[src/rtl/otp_pkg.sv]
package otp_pkg;

  // register word indices on the bus
  localparam logic [2:0] RG_STAT = 3'd0;
  localparam logic [2:0] RG_ADDR = 3'd1;
  localparam logic [2:0] RG_DATA = 3'd2;
  localparam logic [2:0] RG_CFG  = 3'd3;
  localparam logic [2:0] RG_KEY  = 3'd4;
  localparam logic [2:0] RG_CTRL = 3'd5;

  // command and magic words
  localparam logic [31:0] ARM_WORD      = 32'h0000_0001;
  localparam logic [31:0] UNLOCK_WORD   = 32'hBF79_E5D0;
  localparam logic [31:0] READ_WORD     = 32'h0000_0002;
  localparam logic [31:0] DATA_CLR_WORD = 32'h0000_0001;
  localparam logic [31:0] KEY_MASK      = 32'h000C_0071;

  // byte address field width in the address register
  localparam int unsigned BYTE_FIELD_W = 13;
  // pulse counter width (max pulse count must stay below 2**PCNT_W)
  localparam int unsigned PCNT_W = 6;

  typedef enum logic [1:0] {
    SQ_IDLE  = 2'd0,
    SQ_READ  = 2'd1,
    SQ_PULSE = 2'd2,
    SQ_CHECK = 2'd3
  } seq_st_e;

  // pulses a cell needs before it reads as 1
  function automatic logic [4:0] fuse_hardness(input logic [BYTE_FIELD_W-1:0] byte_a,
                                               input logic [2:0] bitp);
    logic [16:0] sum;
    logic [16:0] rem;
    sum = 17'(byte_a) * 17'd5 + 17'(bitp) * 17'd3;
    rem = sum % 17'd23;
    return rem[4:0] + 5'd1;
  endfunction

  // status word assembly
  function automatic logic [31:0] pack_status(input logic ready, input logic rd_done,
                                              input logic ien, input logic perr,
                                              input logic pend);
    return {27'd0, pend, perr, ien, rd_done, ready};
  endfunction

endpackage

[src/rtl/otp_fuse_array.sv]
module otp_fuse_array
  import otp_pkg::*;
#(
  parameter int unsigned AW = 8
) (
  input  logic              clk,
  input  logic              rst_n,
  input  logic              pulse_fire,
  input  logic [PCNT_W-1:0] pulse_num,
  input  logic [AW-1:0]     cell_byte,
  input  logic [2:0]        cell_bit,
  output logic [7:0]        byte_data,
  output logic              cell_val
);

  localparam int unsigned DEPTH = 1 << AW;

  logic [DEPTH-1:0][7:0] mem_q;
  logic [4:0]            hard;
  logic                  burn_now;

  assign hard      = fuse_hardness(BYTE_FIELD_W'(cell_byte), cell_bit);
  assign burn_now  = pulse_fire && (pulse_num >= PCNT_W'(hard));
  assign byte_data = mem_q[cell_byte];
  assign cell_val  = mem_q[cell_byte][cell_bit];

  always_ff @(posedge clk or negedge rst_n) begin
    if (!rst_n) begin
      mem_q <= '0;
    end else if (burn_now) begin
      mem_q[cell_byte][cell_bit] <= 1'b1;
    end
  end

  // a burned cell never reverts
  a_r13_never_clears: assert property (@(posedge clk) disable iff (!rst_n)
    (($past(mem_q) & ~mem_q) == '0));

endmodule

[src/rtl/otp_unlock.sv]
module otp_unlock
  import otp_pkg::*;
(
  input  logic        clk,
  input  logic        rst_n,
  input  logic        wr_eff,
  input  logic        wr_ctrl,
  input  logic [31:0] wdata,
  output logic        go
);

  logic armed_q;

  assign go = armed_q && wr_eff && wr_ctrl && (wdata == UNLOCK_WORD);

  always_ff @(posedge clk or negedge rst_n) begin
    if (!rst_n) begin
      armed_q <= 1'b0;
    end else if (wr_eff) begin
      armed_q <= wr_ctrl && (wdata == ARM_WORD);
    end
  end

  // arming appears only after an accepted write
  a_r2_arm_from_write: assert property (@(posedge clk) disable iff (!rst_n)
    $rose(armed_q) |-> $past(wr_eff));
  // an unlock consumes the arming
  a_r2_unlock_consumes: assert property (@(posedge clk) disable iff (!rst_n)
    go |=> !armed_q);

endmodule

[src/rtl/otp_seq.sv]
module otp_seq
  import otp_pkg::*;
#(
  parameter int unsigned READ_LAT   = 2,
  parameter int unsigned PULSE_CYC  = 4,
  parameter int unsigned MIN_PULSES = 4,
  parameter int unsigned MAX_PULSES = 20
) (
  input  logic              clk,
  input  logic              rst_n,
  input  logic              start_rd,
  input  logic              start_pg,
  input  logic              cell_val,
  output logic              idle,
  output logic              pg_busy,
  output logic              pulse_fire,
  output logic [PCNT_W-1:0] pulse_num,
  output logic              rd_done,
  output logic              pg_done,
  output logic              pg_fail
);

  localparam int unsigned LONGEST = (READ_LAT > PULSE_CYC) ? READ_LAT : PULSE_CYC;
  localparam int unsigned CW      = $clog2(LONGEST + 1);

  seq_st_e           st_q;
  logic [CW-1:0]     cnt_q;
  logic [PCNT_W-1:0] pcnt_q;
  logic              at_zero;
  logic              verified;
  logic              exhausted;

  assign at_zero    = (cnt_q == '0);
  assign idle       = (st_q == SQ_IDLE);
  assign pg_busy    = (st_q == SQ_PULSE) || (st_q == SQ_CHECK);
  assign pulse_fire = (st_q == SQ_PULSE) && at_zero;
  assign pulse_num  = pcnt_q + PCNT_W'(1);
  assign rd_done    = (st_q == SQ_READ) && at_zero;
  assign verified   = (pcnt_q >= PCNT_W'(MIN_PULSES)) && cell_val;
  assign exhausted  = (pcnt_q >= PCNT_W'(MAX_PULSES));
  assign pg_done    = (st_q == SQ_CHECK) && (verified || exhausted);
  assign pg_fail    = (st_q == SQ_CHECK) && exhausted && !cell_val;

  always_ff @(posedge clk or negedge rst_n) begin
    if (!rst_n) begin
      st_q   <= SQ_IDLE;
      cnt_q  <= '0;
      pcnt_q <= '0;
    end else begin
      unique case (st_q)
        SQ_IDLE: begin
          if (start_rd) begin
            st_q  <= SQ_READ;
            cnt_q <= CW'(READ_LAT - 1);
          end else if (start_pg) begin
            st_q   <= SQ_PULSE;
            cnt_q  <= CW'(PULSE_CYC - 1);
            pcnt_q <= '0;
          end
        end
        SQ_READ: begin
          if (at_zero) st_q <= SQ_IDLE;
          else         cnt_q <= cnt_q - CW'(1);
        end
        SQ_PULSE: begin
          if (at_zero) begin
            pcnt_q <= pulse_num;
            st_q   <= SQ_CHECK;
          end else begin
            cnt_q <= cnt_q - CW'(1);
          end
        end
        SQ_CHECK: begin
          if (pg_done) begin
            st_q <= SQ_IDLE;
          end else begin
            st_q  <= SQ_PULSE;
            cnt_q <= CW'(PULSE_CYC - 1);
          end
        end
        default: st_q <= SQ_IDLE;
      endcase
    end
  end

  // below the minimum pulse count the loop always pulses again
  a_r6_min_floor: assert property (@(posedge clk) disable iff (!rst_n)
    (st_q == SQ_CHECK) && (pcnt_q < PCNT_W'(MIN_PULSES)) |=> (st_q == SQ_PULSE));
  // the pulse count never passes the maximum
  a_r7_pulse_cap: assert property (@(posedge clk) disable iff (!rst_n)
    pulse_fire |-> (pulse_num <= PCNT_W'(MAX_PULSES)));
  // a read request enters the read wait
  a_r3_read_enter: assert property (@(posedge clk) disable iff (!rst_n)
    idle && start_rd |=> (st_q == SQ_READ));

endmodule

[src/rtl/otp_ctrl.sv]
module otp_ctrl
  import otp_pkg::*;
#(
  parameter int unsigned AW         = 8,
  parameter int unsigned READ_LAT   = 2,
  parameter int unsigned PULSE_CYC  = 4,
  parameter int unsigned MIN_PULSES = 4,
  parameter int unsigned MAX_PULSES = 20
) (
  input  logic        clk,
  input  logic        rst_n,
  input  logic        bus_vld,
  input  logic        bus_we,
  input  logic [2:0]  bus_addr,
  input  logic [31:0] bus_wdata,
  output logic        bus_rdy,
  output logic [31:0] bus_rdata,
  output logic        irq
);

  localparam int unsigned ADDR_REG_W = 3 + BYTE_FIELD_W;

  logic [ADDR_REG_W-1:0] addr_q;
  logic [7:0]            data_q;
  logic                  dis_q;
  logic [31:0]           key_q;
  logic                  ien_q;
  logic                  rdst_q;
  logic                  perr_q;
  logic                  pend_q;

  logic              wr_acc;
  logic              wr_eff;
  logic              ready;
  logic              go;
  logic              rd_start;
  logic              pg_start;
  logic              any_start;
  logic              pg_busy;
  logic              pulse_fire;
  logic [PCNT_W-1:0] pulse_num;
  logic              rd_done;
  logic              pg_done;
  logic              pg_fail;
  logic [7:0]        byte_data;
  logic              cell_val;

  assign bus_rdy   = bus_vld;
  assign wr_acc    = bus_vld && bus_we;
  assign wr_eff    = wr_acc && ready;
  assign rd_start  = wr_eff && (bus_addr == RG_CTRL) && (bus_wdata == READ_WORD);
  assign pg_start  = go && !dis_q;
  assign any_start = rd_start || pg_start;
  assign irq       = pend_q && ien_q;

  otp_unlock u_unlock (
    .clk     (clk),
    .rst_n   (rst_n),
    .wr_eff  (wr_eff),
    .wr_ctrl (bus_addr == RG_CTRL),
    .wdata   (bus_wdata),
    .go      (go)
  );

  otp_seq #(
    .READ_LAT   (READ_LAT),
    .PULSE_CYC  (PULSE_CYC),
    .MIN_PULSES (MIN_PULSES),
    .MAX_PULSES (MAX_PULSES)
  ) u_seq (
    .clk        (clk),
    .rst_n      (rst_n),
    .start_rd   (rd_start),
    .start_pg   (pg_start),
    .cell_val   (cell_val),
    .idle       (ready),
    .pg_busy    (pg_busy),
    .pulse_fire (pulse_fire),
    .pulse_num  (pulse_num),
    .rd_done    (rd_done),
    .pg_done    (pg_done),
    .pg_fail    (pg_fail)
  );

  otp_fuse_array #(.AW(AW)) u_array (
    .clk        (clk),
    .rst_n      (rst_n),
    .pulse_fire (pulse_fire),
    .pulse_num  (pulse_num),
    .cell_byte  (addr_q[3 +: AW]),
    .cell_bit   (addr_q[2:0]),
    .byte_data  (byte_data),
    .cell_val   (cell_val)
  );

  // register bank
  always_ff @(posedge clk or negedge rst_n) begin
    if (!rst_n) begin
      addr_q <= '0;
      data_q <= '0;
      dis_q  <= 1'b0;
      key_q  <= '0;
      ien_q  <= 1'b0;
      rdst_q <= 1'b0;
      perr_q <= 1'b0;
      pend_q <= 1'b0;
    end else begin
      if (wr_eff) begin
        unique case (bus_addr)
          RG_STAT: ien_q <= bus_wdata[2];
          RG_ADDR: addr_q <= bus_wdata[ADDR_REG_W-1:0];
          RG_DATA: if (bus_wdata == DATA_CLR_WORD) data_q <= '0;
          RG_CFG:  if (bus_wdata[31]) dis_q <= 1'b1;
          RG_KEY:  key_q <= bus_wdata & KEY_MASK;
          default: ;
        endcase
      end
      if (any_start) begin
        rdst_q <= 1'b0;
        perr_q <= 1'b0;
      end
      if (rd_done) begin
        rdst_q <= 1'b1;
        data_q <= byte_data;
      end
      if (pg_fail) perr_q <= 1'b1;
      if (rd_done || pg_done)                                   pend_q <= 1'b1;
      else if (wr_acc && (bus_addr == RG_STAT) && bus_wdata[4]) pend_q <= 1'b0;
    end
  end

  // read mux
  always_comb begin
    unique case (bus_addr)
      RG_STAT: bus_rdata = pack_status(ready, rdst_q, ien_q, perr_q, pend_q);
      RG_ADDR: bus_rdata = {15'd0, pg_busy, addr_q};
      RG_DATA: bus_rdata = {24'd0, data_q};
      RG_CFG:  bus_rdata = {dis_q, 31'd0};
      RG_KEY:  bus_rdata = key_q;
      default: bus_rdata = '0;
    endcase
  end

  // a busy write leaves the address register alone
  a_r11_busy_addr_frozen: assert property (@(posedge clk) disable iff (!rst_n)
    wr_acc && !ready && (bus_addr == RG_ADDR) |=> $stable(addr_q));
  // no program cycle may begin while disabled
  a_r8_disabled_no_prog: assert property (@(posedge clk) disable iff (!rst_n)
    dis_q && !pg_busy |=> !pg_busy);
  // every cycle end leaves the pending flag set
  a_r12_end_sets_pend: assert property (@(posedge clk) disable iff (!rst_n)
    (rd_done || pg_done) |=> pend_q);
  // an accepted unlock drops ready on the next cycle
  a_r2_start_drops_ready: assert property (@(posedge clk) disable iff (!rst_n)
    pg_start |=> !ready && pg_busy);

endmodule

[config.mk]
export PLATFORM = sky130hd
export DESIGN_NAME = otp_ctrl
export DESIGN_NICKNAME = d
export VERILOG_FILES = /design/src/rtl/otp_pkg.sv /design/src/rtl/otp_fuse_array.sv /design/src/rtl/otp_unlock.sv /design/src/rtl/otp_seq.sv /design/src/rtl/otp_ctrl.sv
export SDC_FILE = /design/constraint.sdc
export NUM_CORES = 2
export LEC_CHECK = 0
export ABC_AREA = 0
export BUFFER_PORTS_ARGS = -buffer_cell sky130_fd_sc_hd__buf_2
export CORE_AREA = 5 5 656 333
export CTS_BUF_LIST = sky130_fd_sc_hd__clkbuf_4 sky130_fd_sc_hd__clkbuf_8
export CTS_CLUSTER_DIAMETER = 150
export DETAILED_ROUTE_END_ITERATION = 10
export DIE_AREA = 0 0 661 338
export GPL_ROUTABILITY_DRIVEN = 1
export PLACE_DENSITY = 0.61
export SYNTH_ARGS = -nofsm -noshare
export SYNTH_HDL_FRONTEND = slang
export SYNTH_SLANG_ARGS = --single-unit
[constraint.sdc]
create_clock -name clk -period 11.48 [get_ports clk]
set_input_delay 1.148 -clock clk [delete_from_list [all_inputs] [get_ports clk]]
set_output_delay 1.148 -clock clk [all_outputs]
set_load 0.1 [all_outputs]
# Yosys cells after proc, flatten, opt, wreduce, memory -nomap -nowiden

Cells that the tools add are included.

Register bits after elaboration: 2095
Latch bits: 0
Memory bits (writable): 0
Memory bits (read-only): 0
Memories: 0

Add/sub/neg operators: 4
$mul: 2
Divide/modulo/power cells: 1
Magnitude comparators: 7
Equality and inequality tests: 18
Shift-type cells: 0
Multiplexer cells: 33
Bitwise gates (word level): 1
Reductions and logical operators: 46

Operator list:

| kind                                                               | number |
|---|---|
| bitwise OR 2048 bit                                                | 1 |
| one-hot mux 32 bit (5 select lines)                                | 1 |
| binary-select mux 8 bit (select 8 bit)                             | 1 |
| demux 8 bit (select 8 bit)                                         | 1 |
| two-way mux 8 bit                                                  | 6 |
| equality test 32 x 1 -> 1 bit (second input constant)              | 1 |
| equality test 32 x 2 -> 1 bit (second input constant)              | 1 |
| equality test 32 bit (second input constant)                       | 1 |
| logical AND 1 bit                                                  | 21 |
| two-way mux 6 bit                                                  | 3 |
| modulo 17 x 5 -> 17 bit (second input constant)                    | 1 |
| nonzero test 2 bit                                                 | 7 |
| adder 11 x 5 -> 12 bit                                             | 1 |
| two-way mux 3 bit                                                  | 4 |
| one-hot mux 6 bit (2 select lines)                                 | 1 |
| AND reduction 3 bit                                                | 4 |
| multiplier 8 x 3 -> 11 bit (second input constant)                 | 1 |
| two-way mux 2 bit                                                  | 5 |
| < comparator 8 x 9 -> 1 bit (second input constant)                | 1 |
| one-hot mux 3 bit (3 select lines)                                 | 1 |
| greater-or-equal comparator 8 x 1 -> 1 bit (second input constant) | 1 |
| one-hot mux 2 bit (4 select lines)                                 | 1 |
| two-way mux 1 bit                                                  | 7 |
| adder 6 x 1 -> 6 bit (second input constant)                       | 1 |
| other kinds (25)                                                   | 39 |

# Longest topological paths before layout

Depth in word-level cells: 9
Gate-level depth with buffers: 44
Depth with buffers taken out: 37

# Cells and area by module

A second synthesis with hierarchy kept.

Cells, all modules: 6176
Area, all modules: 91141.2 µm²

Modules (own cells, without submodules):

| module         | times used | cells each | area an instance (µm²) |
|---|---|---|---|
| otp_fuse_array | 1          | 5882       | 88149.5 |
| otp_ctrl       | 1          | 181        | 1959.4 |
| otp_seq        | 1          | 89         | 858.3 |
| otp_unlock     | 1          | 24         | 173.9 |

# Worst setup path before layout

No wires, ideal clock.

Kind: register to register
From: register addr_q[6]
To: register u_array.mem_q[1211] in the netlist's numbering
Setup time: 124 ps
Arrival time: 9768 ps
Slack: 1588 ps
Cell stages (with the launch flop): 43
Cell sequence: dfrtp_1 > clkbuf_1 > inv_2 > clkbuf_1 > buf_1 > clkbuf_1 > fa_1 > inv_1 > ha_1 > a21oi_1 > o21a_1 > xnor2_1 > a21oi_1 > o31a_1 > a211o_1 > nand2_1 > a211oi_1 > or3_1 > [... 7 more ...] > ha_1 > o21ai_0 > o22ai_1 > a211oi_2 > a311oi_1 > a31oi_1 > xor2_1 > ha_1 > and3_1 > a221oi_1 > a21oi_1 > nand2_1 > o31ai_1 > a21oi_1 > buf_4 > buf_4 > buf_2 > o21bai_1

Word-level cells in the longest chain between the ends: 6
Elaborated cells between the ends (all ways): 12
Classes of those cells: add/sub (2); mul (1); div (1); order compare (3); mux (2); bitwise (1); reduce/logical (2)

Ends and longest elaborated chain:

| what                                       | line                 | RTL |
|---|---|---|
| start: declaration                         | otp_ctrl.sv:23       | `logic [ADDR_REG_W-1:0] addr_q;` |
| start signal: assignment                   | otp_ctrl.sv:111      | `RG_ADDR: addr_q <= bus_wdata[ADDR_REG_W-1:0];` |
| multiplier 8 x 3 -> 11 bit                 | otp_pkg.sv:35        | `sum = 17'(byte_a) * 17'd5 + 17'(bitp) * 17'd3;` |
| adder 11 x 5 -> 12 bit                     | otp_pkg.sv:35        |  |
| modulo 17 x 5 -> 17 bit                    | otp_pkg.sv:36        | `rem = sum % 17'd23;` |
| adder 5 x 1 -> 5 bit                       | otp_pkg.sv:37        | `return rem[4:0] + 5'd1;` |
| greater-or-equal comparator 6 x 5 -> 1 bit | otp_fuse_array.sv:23 | `assign burn_now = pulse_fire && (pulse_num >= PCNT_W'(hard));` |
| logical AND 1 bit                          | otp_fuse_array.sv:23 |  |
| end signal: assignment                     | otp_fuse_array.sv:29 | `mem_q <= '0;` |
| end signal: indexed assignment             | otp_fuse_array.sv:31 | `mem_q[cell_byte][cell_bit] <= 1'b1;` |
| end: declaration                           | otp_fuse_array.sv:18 | `logic [DEPTH-1:0][7:0] mem_q;` |

Several ways; a longest one is shown, not always the timed one.
A chain may end at the register's enable or synchronous reset.

# Worst setup path in the final report

From: register addr_q[1]
To: register u_array.mem_q[1216] in the netlist's numbering

Word-level cells in the longest chain between the ends: 7
Elaborated cells between the ends (all ways): 14
Classes of those cells: add/sub (2); mul (1); div (1); order compare (3); mux (4); bitwise (1); reduce/logical (2)

Ends and longest elaborated chain:

| what |
|---|
| parallel branches: the longest is 7 deep, another holds modulo 17 x 5 -> 17 bit |

Parallel ways; which one is timed is not known.

==> impl_metrics.csv <==
group,metric,value,unit
setup_path,start_kind,"register",
setup_path,rr_startpoint,"addr_q[1]$_DFFE_PN0P_",
global_route,grt_max_degree,177,
sta,timing.final.crit_share,93.5,%
sta,maxSlewViolCount,0,
power_and_ir_drop,power_frac_comb,1.5,%
cells_and_area,nets,7434,
routing,drc,0,
cells_and_area,areaGrowthSynthToFinish,9.96,%
clock_network,clk_path_buf_depth,4,
setup_path,critPathCaptureType,"register",
logic_synthesis,synth_area_leader_cell,"dfrtp_1",
setup_path,crit_path_max_incr_delay,0.51,ns
routing,wl,282000,um
routing,vias_per_cell,6.14,
cells_and_area,stdcell_count,10500,
logic_synthesis,yosysWarnings,0,
floorplan,core-area,0.212,mm^2
power_and_ir_drop,p_int,0.0108,W
power_and_ir_drop,p_seq_share,52.6,%
place,dp_cells,9916,
clock_network,clkSinkCount,2095,
floorplan,core.rowCount,120,
logic_synthesis,synthTopCellsByCount,"dfrtp_1, o21bai_1, nand2_1, mux4_2, nor2_1",
sta,relSlewSlack,18.0,%
hold_path,worstHoldPathType,"in -> async",
routing,ant_nets,0,
power_and_ir_drop,ir_drop,101,uV
power_and_ir_drop,clkPwrFrac,45.9,%
logic_synthesis,async_reset_ff_share,100,%
clock_network,htreeDepth,5,
sta,rsz0062_at_grt,"no",
global_route,gr-usage-all-layers,25.2,%
logic_synthesis,synth.distinct_cells,85,
sta,fmax,0.0932,GHz
floorplan,die-area,0.223,mm^2
place,detailed_place_hpwl,182000,um
setup_path,r2r_slack,0.75,ns
sta,setup_viol,0,
run,drv_cap,0,
clock_network,path_clk_slew,0.07,ns
logic_synthesis,synth_top_area_share,55.3,%
power_and_ir_drop,switchingPower,0.00321,W
logic_synthesis,synthTopCellsByArea,"dfrtp_1, o21bai_1, mux4_2",
logic_synthesis,syn_area,0.0948,mm^2
run_status,status,"finished, final reports clean",
setup_path,slowest_stage,"dfrtp_1",
logic_synthesis,synth-main-ff-cell,"dfrtp_1",
setup_path,startpoint,"addr_q[1]$_DFFE_PN0P_",
clock_network,cts_tree,"done",
sta,hold_viol,0,
logic_synthesis,synth_most_common_cell,"dfrtp_1",
logic_synthesis,syn_area_per_cell,12.8,um^2
floorplan,die_x,661,um
floorplan,die_y,338,um
sta,clock_skew,0.0888,ns
routing,m1WireLength,135000,um
routing,wl_met2,108000,um
floorplan,io_pins,73,
setup_path,cp.arrival,11.48,ns
place,globalplace.congestion,0.880,
setup_path,cp_common_cell,"ha_1",
logic_synthesis,yosysSeqAreaShare,55.3,%
power_and_ir_drop,power_density,135,mW/mm^2
logic_synthesis,syn_inst,7412,
clock_network,postCtsHoldBufs,0,
power_and_ir_drop,netSwitchingFraction,22.8,%
place,io_buffers,60,
routing,drt-initial-drc-count,7134,
global_route,antenna_found_initial,20,
routing,wl_per_cell,27.0,um
sta,fin_setup_tns,0,ns
sta,worst_pin_slew,1.22,ns
routing,vias,64200,
clock_network,clk_latency,0.97,ns
floorplan,initial_core_util,44.6,%
global_route,grt_overflow,0,
global_route,grt_pass1_wl,430000,um
clock_network,cts-root-buf,"clkbuf_8",
logic_synthesis,synth_edf_count,0,
setup_path,path_class,"reg -> reg",
logic_synthesis,synth-seq-cells,2095,
setup_path,cp.required,12.23,ns
power_and_ir_drop,p_leak,43.3,nW
clock_network,cts_buffers,302,
cells_and_area,drive_gt1_share,19.0,%
routing,dr.pass1.iters,6,
global_route,grt_pass1_vias,64100,
setup_path,path_max_fanout,157,
routing,dr.max_layer_used,"met5",
routing,wl_met3,32600,um
sta,period_needed,10.73,ns
-- placed cells by master (no fill, tap or decap), drive strengths merged, types with 10 or more instances in the layout --
cell type / n
a211oi: 12
a21o: 11
a21oi: 37
a31oi: 17
and2: 14
and3: 14
buf: 196
clkbuf: 478
clkinv: 35
conb: 12
dfrtp: 2095
ha: 37
inv: 36
mux2: 22
mux4: 643
nand2: 1104
nand2b: 34
nand3: 83
nand4: 41
nor2: 299
nor2b: 50
nor3: 32
nor4: 22
o211ai: 12
o21a: 10
o21ai: 54
o21bai: 2049
xnor2: 15
-- power groups by stage --
stage	sequential, W	combinational [W]	clock (W)
floorplan	0.00752	0.0000436	0
global placement	0.00752	0.000214	0
detailed placement	0.00752	0.000217	0
CTS	0.00738	0.000218	0.00656
global route	0.00738	0.000243	0.00689
finish	0.00738	0.000208	0.00645
-- area by class of cell --
class / instances / area [um^2]
Antenna cell: 9 / 22.5
Clock buffer: 478 / 6000
Clock inverter: 50 / 427
Fill cell: 18400 / 108000
Inverter: 32 / 128
Multi-Input combinational cell: 4726 / 39800
Sequential cell: 2095 / 52400
Tap cell: 2867 / 3590
Timing Repair Buffer: 196 / 1890
-- logic make-up (layout without fill, tap and decap cells) --
kind of cell             Yosys count  count (layout)  synth area share (%)
multiplexers                     674             674                  15.6
buffers and inverters            602             756                  2.96
flip-flops                      2095            2095                  55.3
XOR/XNOR                          19              19                 0.176
other                              1              21               0.00396
AO/OA/AOI/OAI                   2261            2261                  17.8
AND/OR/NAND/NOR                 1718            1718                  7.54
adder cells (fa/ha/maj)           42              42                 0.594
-- metrics by stage --
step	utilization, %	hold WS, ns	area [um^2]	worst slack [ns]	total power (W)
after CTS	49.1	0.217	104000	0.797	0.0142
after global routing	49.1	0.210	104000	0.0539	0.0145
after global placement	46.0	0.452	97800	0.979	0.00773
after floorplan	-	0.438	94800	1.59	0.00757
after detailed placement	46.0	0.456	97800	0.916	0.00774
final	49.1	0.157	104000	0.748	0.0140
-- final timing paths --
| kind | to | depth (start not counted) |
|---|---|---|
| max in group asynchronous | u_array.mem_q[1129]$_DFFE_PN0P_ | 4 |
| min reg2reg | u_array.mem_q[1710]$_DFFE_PN0P_ | 1 |
| max reg2reg | u_array.mem_q[1216]$_DFFE_PN0P_ | 35 |
| min in group clk | addr_q[1]$_DFFE_PN0P_ | 3 |
| min | u_array.mem_q[1344]$_DFFE_PN0P_ | 1 |
| max | u_array.mem_q[1216]$_DFFE_PN0P_ | 35 |
-- flip-flops by register name, indices dropped and copies added, names as in the netlist, 2 cells and up --
signal / cells
u_seq.cnt_q: 3
addr_q: 16
u_array.mem_q: 2048
u_seq.st_q: 2
u_seq.pcnt_q: 6
key_q: 6
data_q: 8
-- critical path, delay by kind of cell (launching register included) --
family / cells / cell delay, ns
compound gates: 17 / 4.14
fa+ha+maj: 6 / 2.19
simple gates: 7 / 2.17
buf+inv: 2 / 0.68
xor+xnor: 3 / 0.56
flops: 1 / 0.51
-- layer usage --
| metal | track usage, % | vias up |
|---|---|---|
| met5 | 0 | - |
| met1 | 41.1 | 34100 |
| li1 | - | 26800 |
| met2 | 31.3 | 2839 |
| met3 | 9.07 | 393 |
| met4 | 5.51 | 6 |
-- timing repair --
action / 4_1_cts / 5_1_grt
resized for setup: 0 / 4
setup endpoints to repair: 0 / 575
buffers inserted: 0 / 0
No activity file was read; power rests on OpenSTA's default activity.
